**src/rtl/vga_claim_pkg.sv**
```systemverilog
package vga_claim_pkg;

  localparam logic [15:0] PORT_MISC_WR = 16'h03C2;
  localparam logic [15:0] PORT_GR_IDX  = 16'h03CE;
  localparam logic [15:0] PORT_GR_DAT  = 16'h03CF;
  localparam logic [2:0]  GR_MAP_INDEX = 3'd6;

  localparam logic [15:0] IO_MONO_LO  = 16'h03B0;
  localparam logic [15:0] IO_MONO_HI  = 16'h03BF;
  localparam logic [15:0] IO_CTRL_LO  = 16'h03C0;
  localparam logic [15:0] IO_CTRL_HI  = 16'h03CF;
  localparam logic [15:0] IO_COLOR_LO = 16'h03D0;
  localparam logic [15:0] IO_COLOR_HI = 16'h03DF;

  localparam logic [19:0] MEM_GFX_LO  = 20'hA0000;
  localparam logic [19:0] MEM_GFX_HI  = 20'hAFFFF;
  localparam logic [19:0] MEM_MONO_LO = 20'hB0000;
  localparam logic [19:0] MEM_MONO_HI = 20'hB7FFF;
  localparam logic [19:0] MEM_TEXT_LO = 20'hB8000;
  localparam logic [19:0] MEM_TEXT_HI = 20'hBFFFF;

  typedef enum logic [1:0] {
    MAP_WHOLE    = 2'b00,
    MAP_GFX      = 2'b01,
    MAP_MONO     = 2'b10,
    MAP_TEXT     = 2'b11
  } memMap_e;

  // strobes from snoop control to the shadow datapath
  typedef struct packed {
    logic       miscWr;
    logic       miscVal;
    logic       idxWr;
    logic [2:0] idxVal;
    logic       mapWr;
    logic [1:0] mapVal;
  } snoopStb_t;

endpackage

```
**src/rtl/vga_snoop_ctrl.sv**
```systemverilog
module vga_snoop_ctrl
  import vga_claim_pkg::*;
#(
  parameter int ADDR_W = 32,
  parameter int LANES  = 2
) (
  input  logic                 cycValid,
  input  logic                 cycIsIo,
  input  logic                 cycWrite,
  input  logic [ADDR_W-1:0]    cycAddr,
  input  logic [LANES-1:0]     cycByteEn,
  input  logic [8*LANES-1:0]   cycWrData,
  input  logic                 vgaEnable,
  input  logic [2:0]           idxShadow,
  output snoopStb_t            stb
);

  logic              snoopOk;
  logic [ADDR_W-1:0] laneAddr [LANES];
  logic [7:0]        laneByte [LANES];
  logic [LANES-1:0]  laneHit;

  assign snoopOk = cycValid && cycIsIo && cycWrite && vgaEnable;

  for (genvar k = 0; k < LANES; k++) begin : g_lane
    assign laneAddr[k] = cycAddr + ADDR_W'(k);
    assign laneByte[k] = cycWrData[8*k +: 8];
    assign laneHit[k]  = snoopOk && cycByteEn[k];
  end

  // Lanes are taken in ascending order so an index written on a lower lane
  // governs a data byte on a higher lane in the same cycle.
  always_comb begin
    logic [2:0] curIdx;
    stb    = '0;
    curIdx = idxShadow;
    for (int k = 0; k < LANES; k++) begin
      if (laneHit[k]) begin
        if (laneAddr[k] == ADDR_W'(PORT_MISC_WR)) begin
          stb.miscWr  = 1'b1;
          stb.miscVal = laneByte[k][0];
        end
        if (laneAddr[k] == ADDR_W'(PORT_GR_IDX)) begin
          stb.idxWr  = 1'b1;
          stb.idxVal = laneByte[k][2:0];
          curIdx     = laneByte[k][2:0];
        end
        if (laneAddr[k] == ADDR_W'(PORT_GR_DAT) && curIdx == GR_MAP_INDEX) begin
          stb.mapWr  = 1'b1;
          stb.mapVal = laneByte[k][3:2];
        end
      end
    end
  end

endmodule

```
**src/rtl/vga_shadow_dp.sv**
```systemverilog
module vga_shadow_dp
  import vga_claim_pkg::*;
#(
  parameter int ADDR_W = 32
) (
  input  logic              clk,
  input  logic              rstN,
  input  snoopStb_t         stb,
  input  logic              cycValid,
  input  logic              cycIsIo,
  input  logic [ADDR_W-1:0] cycAddr,
  input  logic              vgaEnable,
  output logic              claim,
  output logic              ioSel,
  output memMap_e           memMap,
  output logic [2:0]        idxShadow
);

  logic inMonoIo, inCtrlIo, inColorIo;
  logic inGfxMem, inMonoMem, inTextMem;
  logic ioClaim, memClaim;

  always_ff @(posedge clk) begin
    if (!rstN) begin
      ioSel     <= 1'b0;
      memMap    <= MAP_WHOLE;
      idxShadow <= 3'd0;
    end else begin
      if (stb.miscWr) ioSel     <= stb.miscVal;
      if (stb.idxWr)  idxShadow <= stb.idxVal;
      if (stb.mapWr)  memMap    <= memMap_e'(stb.mapVal);
    end
  end

  assign inMonoIo  = cycAddr >= ADDR_W'(IO_MONO_LO)  && cycAddr <= ADDR_W'(IO_MONO_HI);
  assign inCtrlIo  = cycAddr >= ADDR_W'(IO_CTRL_LO)  && cycAddr <= ADDR_W'(IO_CTRL_HI);
  assign inColorIo = cycAddr >= ADDR_W'(IO_COLOR_LO) && cycAddr <= ADDR_W'(IO_COLOR_HI);
  assign inGfxMem  = cycAddr >= ADDR_W'(MEM_GFX_LO)  && cycAddr <= ADDR_W'(MEM_GFX_HI);
  assign inMonoMem = cycAddr >= ADDR_W'(MEM_MONO_LO) && cycAddr <= ADDR_W'(MEM_MONO_HI);
  assign inTextMem = cycAddr >= ADDR_W'(MEM_TEXT_LO) && cycAddr <= ADDR_W'(MEM_TEXT_HI);

  assign ioClaim = inCtrlIo || (inMonoIo && !ioSel) || (inColorIo && ioSel);

  always_comb begin
    unique case (memMap)
      MAP_WHOLE: memClaim = inGfxMem || inMonoMem || inTextMem;
      MAP_GFX:   memClaim = inGfxMem;
      MAP_MONO:  memClaim = inMonoMem;
      MAP_TEXT:  memClaim = inTextMem;
      default:   memClaim = 1'b0;
    endcase
  end

  assign claim = cycValid && vgaEnable && (cycIsIo ? ioClaim : memClaim);

endmodule

```
**src/rtl/vga_claim_filter.sv**
```systemverilog
module vga_claim_filter
  import vga_claim_pkg::*;
#(
  parameter int ADDR_W = 32,
  parameter int DATA_W = 16
) (
  input  logic              clk,
  input  logic              rstN,
  input  logic              cycValid,
  input  logic              cycIsIo,
  input  logic              cycWrite,
  input  logic [ADDR_W-1:0] cycAddr,
  input  logic [DATA_W/8-1:0] cycByteEn,
  input  logic [DATA_W-1:0] cycWrData,
  input  logic              vgaEnable,
  output logic              claim
);

  localparam int LANES = DATA_W / 8;

  snoopStb_t  stb;
  logic       ioSel;
  memMap_e    memMap;
  logic [2:0] idxShadow;

  vga_snoop_ctrl #(.ADDR_W(ADDR_W), .LANES(LANES)) u_ctrl (
    .cycValid  (cycValid),
    .cycIsIo   (cycIsIo),
    .cycWrite  (cycWrite),
    .cycAddr   (cycAddr),
    .cycByteEn (cycByteEn),
    .cycWrData (cycWrData),
    .vgaEnable (vgaEnable),
    .idxShadow (idxShadow),
    .stb       (stb)
  );

  vga_shadow_dp #(.ADDR_W(ADDR_W)) u_dp (
    .clk       (clk),
    .rstN      (rstN),
    .stb       (stb),
    .cycValid  (cycValid),
    .cycIsIo   (cycIsIo),
    .cycAddr   (cycAddr),
    .vgaEnable (vgaEnable),
    .claim     (claim),
    .ioSel     (ioSel),
    .memMap    (memMap),
    .idxShadow (idxShadow)
  );

endmodule

```
**config.mk**
```make
export PLATFORM = sky130hd
export DESIGN_NAME = vga_claim_filter
export DESIGN_NICKNAME = d
export VERILOG_FILES = /design/src/rtl/vga_claim_pkg.sv /design/src/rtl/vga_snoop_ctrl.sv /design/src/rtl/vga_shadow_dp.sv /design/src/rtl/vga_claim_filter.sv
export SDC_FILE = /design/constraint.sdc
export NUM_CORES = 1
export LEC_CHECK = 0
export BUFFER_PORTS_ARGS = -buffer_cell sky130_fd_sc_hd__buf_4
export CAP_MARGIN = 20
export CORE_MARGIN = 1
export CORE_UTILIZATION = 46
export CTS_CLUSTER_DIAMETER = 100
export DETAILED_ROUTE_END_ITERATION = 8
export PLACE_DENSITY = 0.77
export SYNTH_ARGS = -nofsm -noshare
export SYNTH_HDL_FRONTEND = slang
export SYNTH_SLANG_ARGS = --single-unit
```
**constraint.sdc**
```tcl
create_clock -name clk -period 8.25 [get_ports clk]
set_input_delay 1.2375 -clock clk [delete_from_list [all_inputs] [get_ports clk]]
set_output_delay 1.2375 -clock clk [all_outputs]
set_load 0.01 [all_outputs]
```
Yosys cells after proc, flatten, opt, wreduce, memory -nomap -nowiden --
Index checks and enable logic that the tools add are counted. W data, S select, Z words.
Storage, ports and cells: word-level logic and storage cells 65, output and inout port bits 1, bits in registers 6, bits of input ports 56
Operators by class: reduce and logical (&&, ||, !) cells 23, $lt $le $gt $ge 12, $add $sub $neg 1, eq/ne operators 11, mux-type cells 15
Operators by type and width (number):
- $eq A32 B10 Y1 const B | 6
- $ge A32 B10 Y1 const B | 3
- $ge A32 B20 Y1 const B | 3
- $le A32 B10 Y1 const B | 3
- $le A32 B20 Y1 const B | 3
- $add A32 B1 Y32 const B | 1
- $mux W3 | 7
- $mux W9 | 2
- $logic_and A1 B1 Y1 | 17
- $mux W4 | 2
- $eq A3 B3 Y1 const B | 2
- $eq A2 B2 Y1 const B | 2
- $logic_or A1 B1 Y1 | 4
- $mux W2 | 2
- $pmux W1 S4 | 1
- $eq A2 B1 Y1 const B | 1
- $logic_not A2 Y1 | 1
- $logic_not A1 Y1 | 1
- $mux W1 | 1

Depth between registers and ports, before layout --
Gate-level depths: netlist of run 1.
depth after elaboration 12, depth in mapped cells 10, mapped depth without buffers 7

Cells and area by module --
A second synthesis of run 1 with hierarchy kept.
Second synthesis, totals: cells, all modules 164, area, all modules 1192.4 µm²
By module, submodules not included:
- vga_snoop_ctrl | area each 764.5 µm², cells each 113, sequential area each 0.0 µm², times used 1
- vga_shadow_dp | area each 427.9 µm², cells each 51, sequential area each 120.1 µm², times used 1

Least setup slack after synthesis of run 1 --
OpenSTA, ideal clock, no wires.
kind input to register, from input cycAddr[6], to register u_dp.idxShadow[1], data required time 8.180 ns, path buffers 3, cell stages on the path 10, path slack 4.456 ns, setup time 0.070 ns, arrival time 3.724 ns, cell sequence buf_6 > nand3_1 > or4_1 > buf_6 > nor4_4 > o22ai_1 > or4_4 > buf_6 > or4_4 > a21oi_1
Between the ends: word-level cells in the longest chain between the ends 5, elaborated cells on any way between the ends 7, classes of those cells add/sub (1); eq/ne (2); mux (4)
Ends and longest elaborated chain:
- start: declaration | line vga_claim_filter.sv:12 | input logic [ADDR_W-1:0] cycAddr,
- branches (longest 4 deep; another with $add A32 B1 Y32)
- $mux W9 * | line vga_snoop_ctrl.sv:38 | if (laneHit[k]) begin
- end signal: assignment | line vga_shadow_dp.sv:30 | if (stb.idxWr) idxShadow <= stb.idxVal;
- end: declaration | line vga_shadow_dp.sv:16 | output logic [2:0] idxShadow
Every way passes the cells marked *. A chain may end at the register's enable or synchronous reset.

Worst setup path after layout of run 1 --
from input cycAddr[1], to register u_dp.memMap[1]
Between the ends: word-level cells in the longest chain between the ends 10, elaborated cells on any way between the ends 18, classes of those cells add/sub (1); eq/ne (6); mux (9); reduce/logical (2)
Ends and longest elaborated chain:
- branches (longest 9 deep; another with $add A32 B1 Y32)
- $mux W9 * | line vga_snoop_ctrl.sv:38
- end signal: assignment | line vga_shadow_dp.sv:31 | if (stb.mapWr) memMap <= memMap_e'(stb.mapVal);
- end: declaration | line vga_shadow_dp.sv:15 | output memMap_e memMap,
Every way passes the cells marked *. The select of a mux whose other input is x is not followed.

==> qor.csv, run 1 <==
metric;value;unit
p_seq_share;27.5;%
layout_common_cells;buf_4, nand4_1, nand3_1;
die_y;55.3;um
synthesis.area;1310;um^2
r2r-start;u_dp.idxShadow[0]$_SDFFE_PN0P_;
ir_drop;76.2;uV
portBuffers;48;
power_frac_comb;44.5;%
critPathMaxFanout;10;
powerDensity;64.2;nW/um^2
diodes;0;
crit_type;input port to flip-flop;
setup_viol;0;
syn_inst;171;
pwr-share-clk;28.0;%
fill_cells;249;
yosysWarnings;0;
grt-ovfl-total;0;
dpl_cell_area;1620;um^2
drv_slew;0;
syn2layout_area_growth;25.9;%
fin_area;1640;um^2
ioPinCount;57;
dp_cells;241;
synth_edf_count;0;
drv_cap;0;
layout_min_cycle_time;4.01;ns
switching_share;35.0;%
ys_seq_area_share;9.20;%
hold_violations;0;
slowest_delay;0.80;ns
ctsHoldBuffers;0;
grt_max_degree;11;
endpoint_kind;flip-flop;
clkSlewWorstSetupHoldPaths;0.06;ns
start_kind;input port;
grt_pass1_wl;6560;um
reg2reg_depth;4;
min_path_cells;2;
r2r_slack;6.77;ns
r2r_end;u_dp.memMap[1]$_SDFFE_PN0P_;
vias;1568;
intPower;68.6;uW
cp.required;8.40;ns
synthArstFlopShare;0;%
gp_congestion;0.914;
fin_setup_tns;0;ns
synth.avg_cell_area;7.64;um^2
maxSlewHeadroom;66.6;%
drt-wirelength-per-cell;15.9;um
drc;0;
cts-root-buf;clkbuf_4;
cts_tree;built;
final_common_cell;buf_4;
rows;18;
crit_arrival;4.17;ns
fmax;0.249;GHz
dieArea;3060;um^2
cts_buffers;3;
worstHoldPathType;flip-flop to flip-flop;
ctsResizeCount;0;
wl;3890;um
hp-start;u_dp.idxShadow[2]$_SDFFE_PN0P_;
cp_slowest_cell;or4_1;
cts.sinks;6;
drt-initial-drc-count;62;
clk_path_buf_depth;2;
period_share;48.6;%
synth-main-ff-cell;dfxtp_1;
ys_seq_elements;6;
clk_latency;0.26;ns
min_to;u_dp.idxShadow[2]$_SDFFE_PN0P_;
power.switching;37.0;uW
drt_first_pass_iters;4;
drt-vias-per-instance;6.43;
grt_pass1_vias;1445;
htreeDepth;1;
ys_types;50;
rsz0062_at_grt;no;
crit_chain;buf_4 -> nand4_2 -> or4_1 -> nor4_1 -> mux2i_1 -> o2111ai_4 -> or4_1 -> o211a_1;
initial_core_util;50.4;%
clock_skew;0.0164;ns
grt_use_total;26.1;%
status;finished clean;
cts_setup_buffers;0;
antenna_found_initial;0;
crit_path_frequent_cell;or4_1;
final_cells;244;
core;2590;um^2
nets;272;
worstMarginPinSlew;0.496;ns
dp_hpwl;3160;um
final_antenna_net_count;0;
p_leak;0.000565;uW
syn_nets;227;
fp.dieW;55.3;um
drive_gt1_share;33.6;%
per-layer routing:
metal | global-route usage (%) | share of wire, %
met5 | 0 | 0
met4 | 6.43 | 1.4
met3 | 6.32 | 7.1
met2 | 44.1 | 47
met1 | 33.2 | 44
worst max-delay path: cells and delay by family:
kind / cells / cell delay [ns]
buf+inv: 1 / 0.13
compound gates: 2 / 0.46
mux: 1 / 0.35
simple gates: 4 / 1.98
power groups by stage:
stage	combinational (uW)	clock (uW)	sequential (uW)
6_report	47.0	29.6	29.0
5_1_grt	51.2	31.6	29.0
4_1_cts	46.4	29.3	29.0
3_5_place_dp	46.2	0	29.6
3_3_place_gp	44.9	0	29.6
2_1_floorplan	20.2	0	29.6
worst max path at each step:
stage	start	end	slack, ns	cells after the start
global route	cycAddr[1]	u_dp.memMap[1]$_SDFFE_PN0P_	4.02	8
global placement	cycAddr[1]	u_dp.memMap[0]$_SDFFE_PN0P_	4.03	8
CTS	cycAddr[1]	u_dp.memMap[1]$_SDFFE_PN0P_	4.27	8
floorplan	cycAddr[6]	u_dp.idxShadow[1]$_SDFFE_PN0P_	4.46	10
finish	cycAddr[1]	u_dp.memMap[1]$_SDFFE_PN0P_	4.24	8
detailed placement	cycAddr[1]	u_dp.memMap[1]$_SDFFE_PN0P_	4.00	8
sequential cells by signal, indices dropped and copies added, names as in the netlist:
signal	count
u_dp.idxShadow	3
u_dp.ioSel	1
u_dp.memMap	2
cells by family after synthesis:
logic type	share of synthesized area, %
compound gates	21.1
xor+xnor	2.68
buf+inv	7.76
flops	9.20
mux	8.53
simple gates	50.8
cells in the mapped netlist (2+ instances only):
master	n	share of area (%)
nand3_1	12	4.6
nand3b_1	5	2.9
or4_4	2	1.7
and3_1	2	0.96
buf_4	2	1.1
nor3_1	6	2.3
nor4_1	11	5.3
buf_6	6	5.2
nand4_1	14	6.7
nand2_1	11	3.2
dfxtp_1	6	9.2
inv_1	5	1.4
a21oi_1	7	2.7
o31ai_1	8	4.6
a21boi_0	2	1.1
o22ai_1	2	0.96
o21ai_0	5	1.9
or2_2	3	1.4
nor3_2	2	1.5
or3b_2	2	1.3
and4_1	3	2.0
or4_1	5	2.9
or3_2	2	1.1
o211a_1	2	1.5
a211oi_1	2	1.1
nand4_2	2	1.9
xnor2_1	4	2.7
nor2_1	7	2.0
mux2i_1	10	7.7
per-stage QoR:
step	power (uW)	util [%]	worst slack [ns]	hold slack, ns
2_1_floorplan	49.8	-	4.46	0.496
3_3_place_gp	74.5	62.6	4.03	0.523
3_5_place_dp	75.8	62.6	4.00	0.539
4_1_cts	105	63.5	4.27	0.545
5_1_grt	112	63.5	4.02	0.567
6_report	106	63.5	4.24	0.547
cell type report:
type / count / area, um^2 / share of cell area, %
Inverter: 5 / 18.8 / 1.14
Multi-Input combinational cell: 152 / 1080 / 66.0
Tap cell: 30 / 37.5 / 2.28
Clock buffer: 3 / 22.5 / 1.37
Timing Repair Buffer: 48 / 360 / 21.9
Sequential cell: 6 / 120 / 7.31
No activity file was read; power rests on OpenSTA's default activity.
==> run 2, diff against run 1 <==
- ABC_AREA: unset -> 1
- PLACE_DENSITY: 0.77 -> 0.74
- clock period: 8.25 -> 3.66 ns (I/O delays scaled with it)
==> run 2 against run 1 <==
  * Clock skew down 0.011 ns
  * Sequential share of layout area is 2.3 points lower
  * Sequential power grew 130%
  * Routed wire length is 62% higher
  * Worst hold slack got worse by 0.020 ns
==> qor.csv, run 2 <==
metric;value;unit
status;finished clean;
start_kind;input port;
ys_seq_elements;6;
clk_path_buf_depth;2;
r2r_slack;2.47;ns
drc;0;
clock_skew;0.00570;ns
synthTopCellsByCount;nand2_1, nor2_1, inv_1;
fp.dieW;66.6;um
final_common_cell;nand2_1;
htreeDepth;1;
layout_min_cycle_time;2.51;ns
yosys.area.top_type_share;31.1;%
cp.required;3.11;ns
r2r_end;u_dp.memMap[0]$_SDFFE_PN0P_;
drv_cap;0;
post-route-util;59.5;%
drt-wirelength-per-cell;12.3;um
wl;6310;um
hp-start;u_dp.memMap[1]$_SDFFE_PN0P_;
reg2reg_depth;9;
critPathMaxFanout;10;
diodes;0;
antenna_found_initial;0;
fill_cells;432;
grt_max_degree;11;
final_antenna_net_count;0;
core;4000;um^2
portBuffers;48;
ctsHoldBuffers;0;
synthArstFlopShare;0;%
gp_congestion;0.988;
syn_nets;468;
crit_type;input port to primary output;
top_register;u_dp.idxShadow;
min_path_cells;2;
worstMarginPinSlew;0.396;ns
dp_hpwl;5310;um
fin_setup_tns;0;ns
ir_drop;189;uV
clkSlewWorstSetupHoldPaths;0.03;ns
grt-ovfl-total;0;
p_seq_share;20.9;%
netlist_top_cells_area;nand2_1, nor2_1, nand3_1;
cts_buffers;3;
cts_tree;built;
intPower;196;uW
synth_edf_count;0;
powerDensity;132;nW/um^2
min_to;u_dp.memMap[1]$_SDFFE_PN0P_;
drt-vias-per-instance;5.29;
hold_violations;0;
largest_reg_flops;3;
worstHoldPathType;flip-flop to flip-flop;
cts-root-buf;clkbuf_8;
setup_viol;0;
ioPinCount;57;
cts_setup_buffers;0;
endpoint_kind;primary output;
top_regs;u_dp.idxShadow: 3 flops, u_dp.memMap: 2 flops, u_dp.ioSel: 1 flops;
drive_gt1_share;17.3;%
maxSlewHeadroom;73.4;%
synth.avg_cell_area;4.65;um^2
synthesis.area;1920;um^2
drv_slew;0;
grt_pass1_vias;2324;
synth_most_common_cell;nand2_1;
rows;23;
power.switching;118;uW
ys_seq_area_share;6.27;%
regArea;120;um^2
clk_latency;0.23;ns
ctsResizeCount;0;
period_share;68.7;%
grt_use_total;30.5;%
drt-initial-drc-count;212;
fmax;0.398;GHz
grt_pass1_wl;10400;um
ys_types;24;
die_y;66.6;um
r2r-start;u_dp.idxShadow[0]$_SDFFE_PN0P_;
rsz0062_at_grt;no;
power;314;uW
p_leak;0.00117;uW
pwr-share-clk;32.4;%
syn_inst;412;
layout_common_cells;nand2_1, nor2_1, buf_4;
power_frac_comb;46.6;%
synth-main-ff-cell;dfxtp_1;
initial_core_util;47.9;%
nets;521;
drt_first_pass_iters;5;
yosysWarnings;0;
vias;2714;
crit_arrival;1.97;ns
multiInputGateArea;1640;um^2
cts.sinks;6;
syn2layout_area_growth;24.2;%
dieArea;4430;um^2
switching_share;37.5;%
yosys.area.top_type;nand2_1;
## run 2: changes by cell type after synthesis, sizes merged, moves of 6 or more
| cell | delta |
|---|---|
| buf | -8 |
| nand4 | -6 |
| or4 | -7 |
| nor4 | -10 |
| nand2 | +162 |
| o21ai | +6 |
| o31ai | -7 |
| nand3 | +23 |
| nor2 | +97 |
| mux2i | -10 |
| inv | +38 |
## run 2: cells by family after synthesis
family	share of synthesized area, %
compound gates	6.98
xor+xnor	0.457
buf+inv	8.42
flops	6.27
simple gates	77.9
## run 2: final cells by class
cell class                      count  area share, %
Tap cell                           50           2.63
Multi-Input combinational cell    363           68.7
Timing Repair Buffer               48           15.1
Sequential cell                     6           5.04
Inverter                           43           6.78
Clock buffer                        3           1.73
## run 2: power groups by stage
stage / Clock, uW / Sequential, uW / Combinational, uW
after floorplan: 0 / 66.7 / 68.2
after global placement: 0 / 66.7 / 142
after detailed placement: 0 / 66.7 / 143
after CTS: 105 / 65.7 / 144
after global routing: 106 / 65.7 / 163
final: 102 / 65.8 / 146
## run 2: critical path, stage by stage
cell,delay (ns)
buf_4,0.11
nand2_2,0.12
nor2_8,0.23
nand2_4,0.10
inv_1,0.15
nand3_1,0.09
nor2_1,0.11
o21ai_0,0.09
nand2_1,0.07
nand3_1,0.06
a21oi_1,0.14
buf_4,0.14
## run 2: metal layers
metal / up-vias / track usage [%] / share of wire (%)
met5: - / 0 / 0
met4: 0 / 7.98 / 1.5
met3: 8 / 2.23 / 7.7
met2: 114 / 51.0 / 46
met1: 1178 / 41.6 / 45
li1: 1414 / - / -
## run 2: how the worst max path moves through the flow
| stage | end | startpoint | depth (start not counted) | slack, ns |
|---|---|---|---|---|
| 2_1_floorplan | claim | cycAddr[1] | 10 | 1.58 |
| 3_3_place_gp | claim | cycAddr[1] | 12 | 1.13 |
| 3_5_place_dp | claim | cycAddr[1] | 12 | 1.16 |
| 4_1_cts | claim | cycAddr[1] | 12 | 1.16 |
| 5_1_grt | claim | cycAddr[1] | 12 | 0.97 |
| 6_report | claim | cycAddr[1] | 12 | 1.15 |
## run 2: per-stage QoR
stage / cells / area, um^2 / hold slack, ns / setup slack (ns)
final: 513 / 2380 / 0.526 / 1.15
after global routing: 513 / 2380 / 0.575 / 0.970
after CTS: 513 / 2380 / 0.526 / 1.16
after detailed placement: 510 / 2340 / 0.522 / 1.16
after global placement: 510 / 2340 / 0.516 / 1.13
after floorplan: 412 / 1920 / 0.475 / 1.58
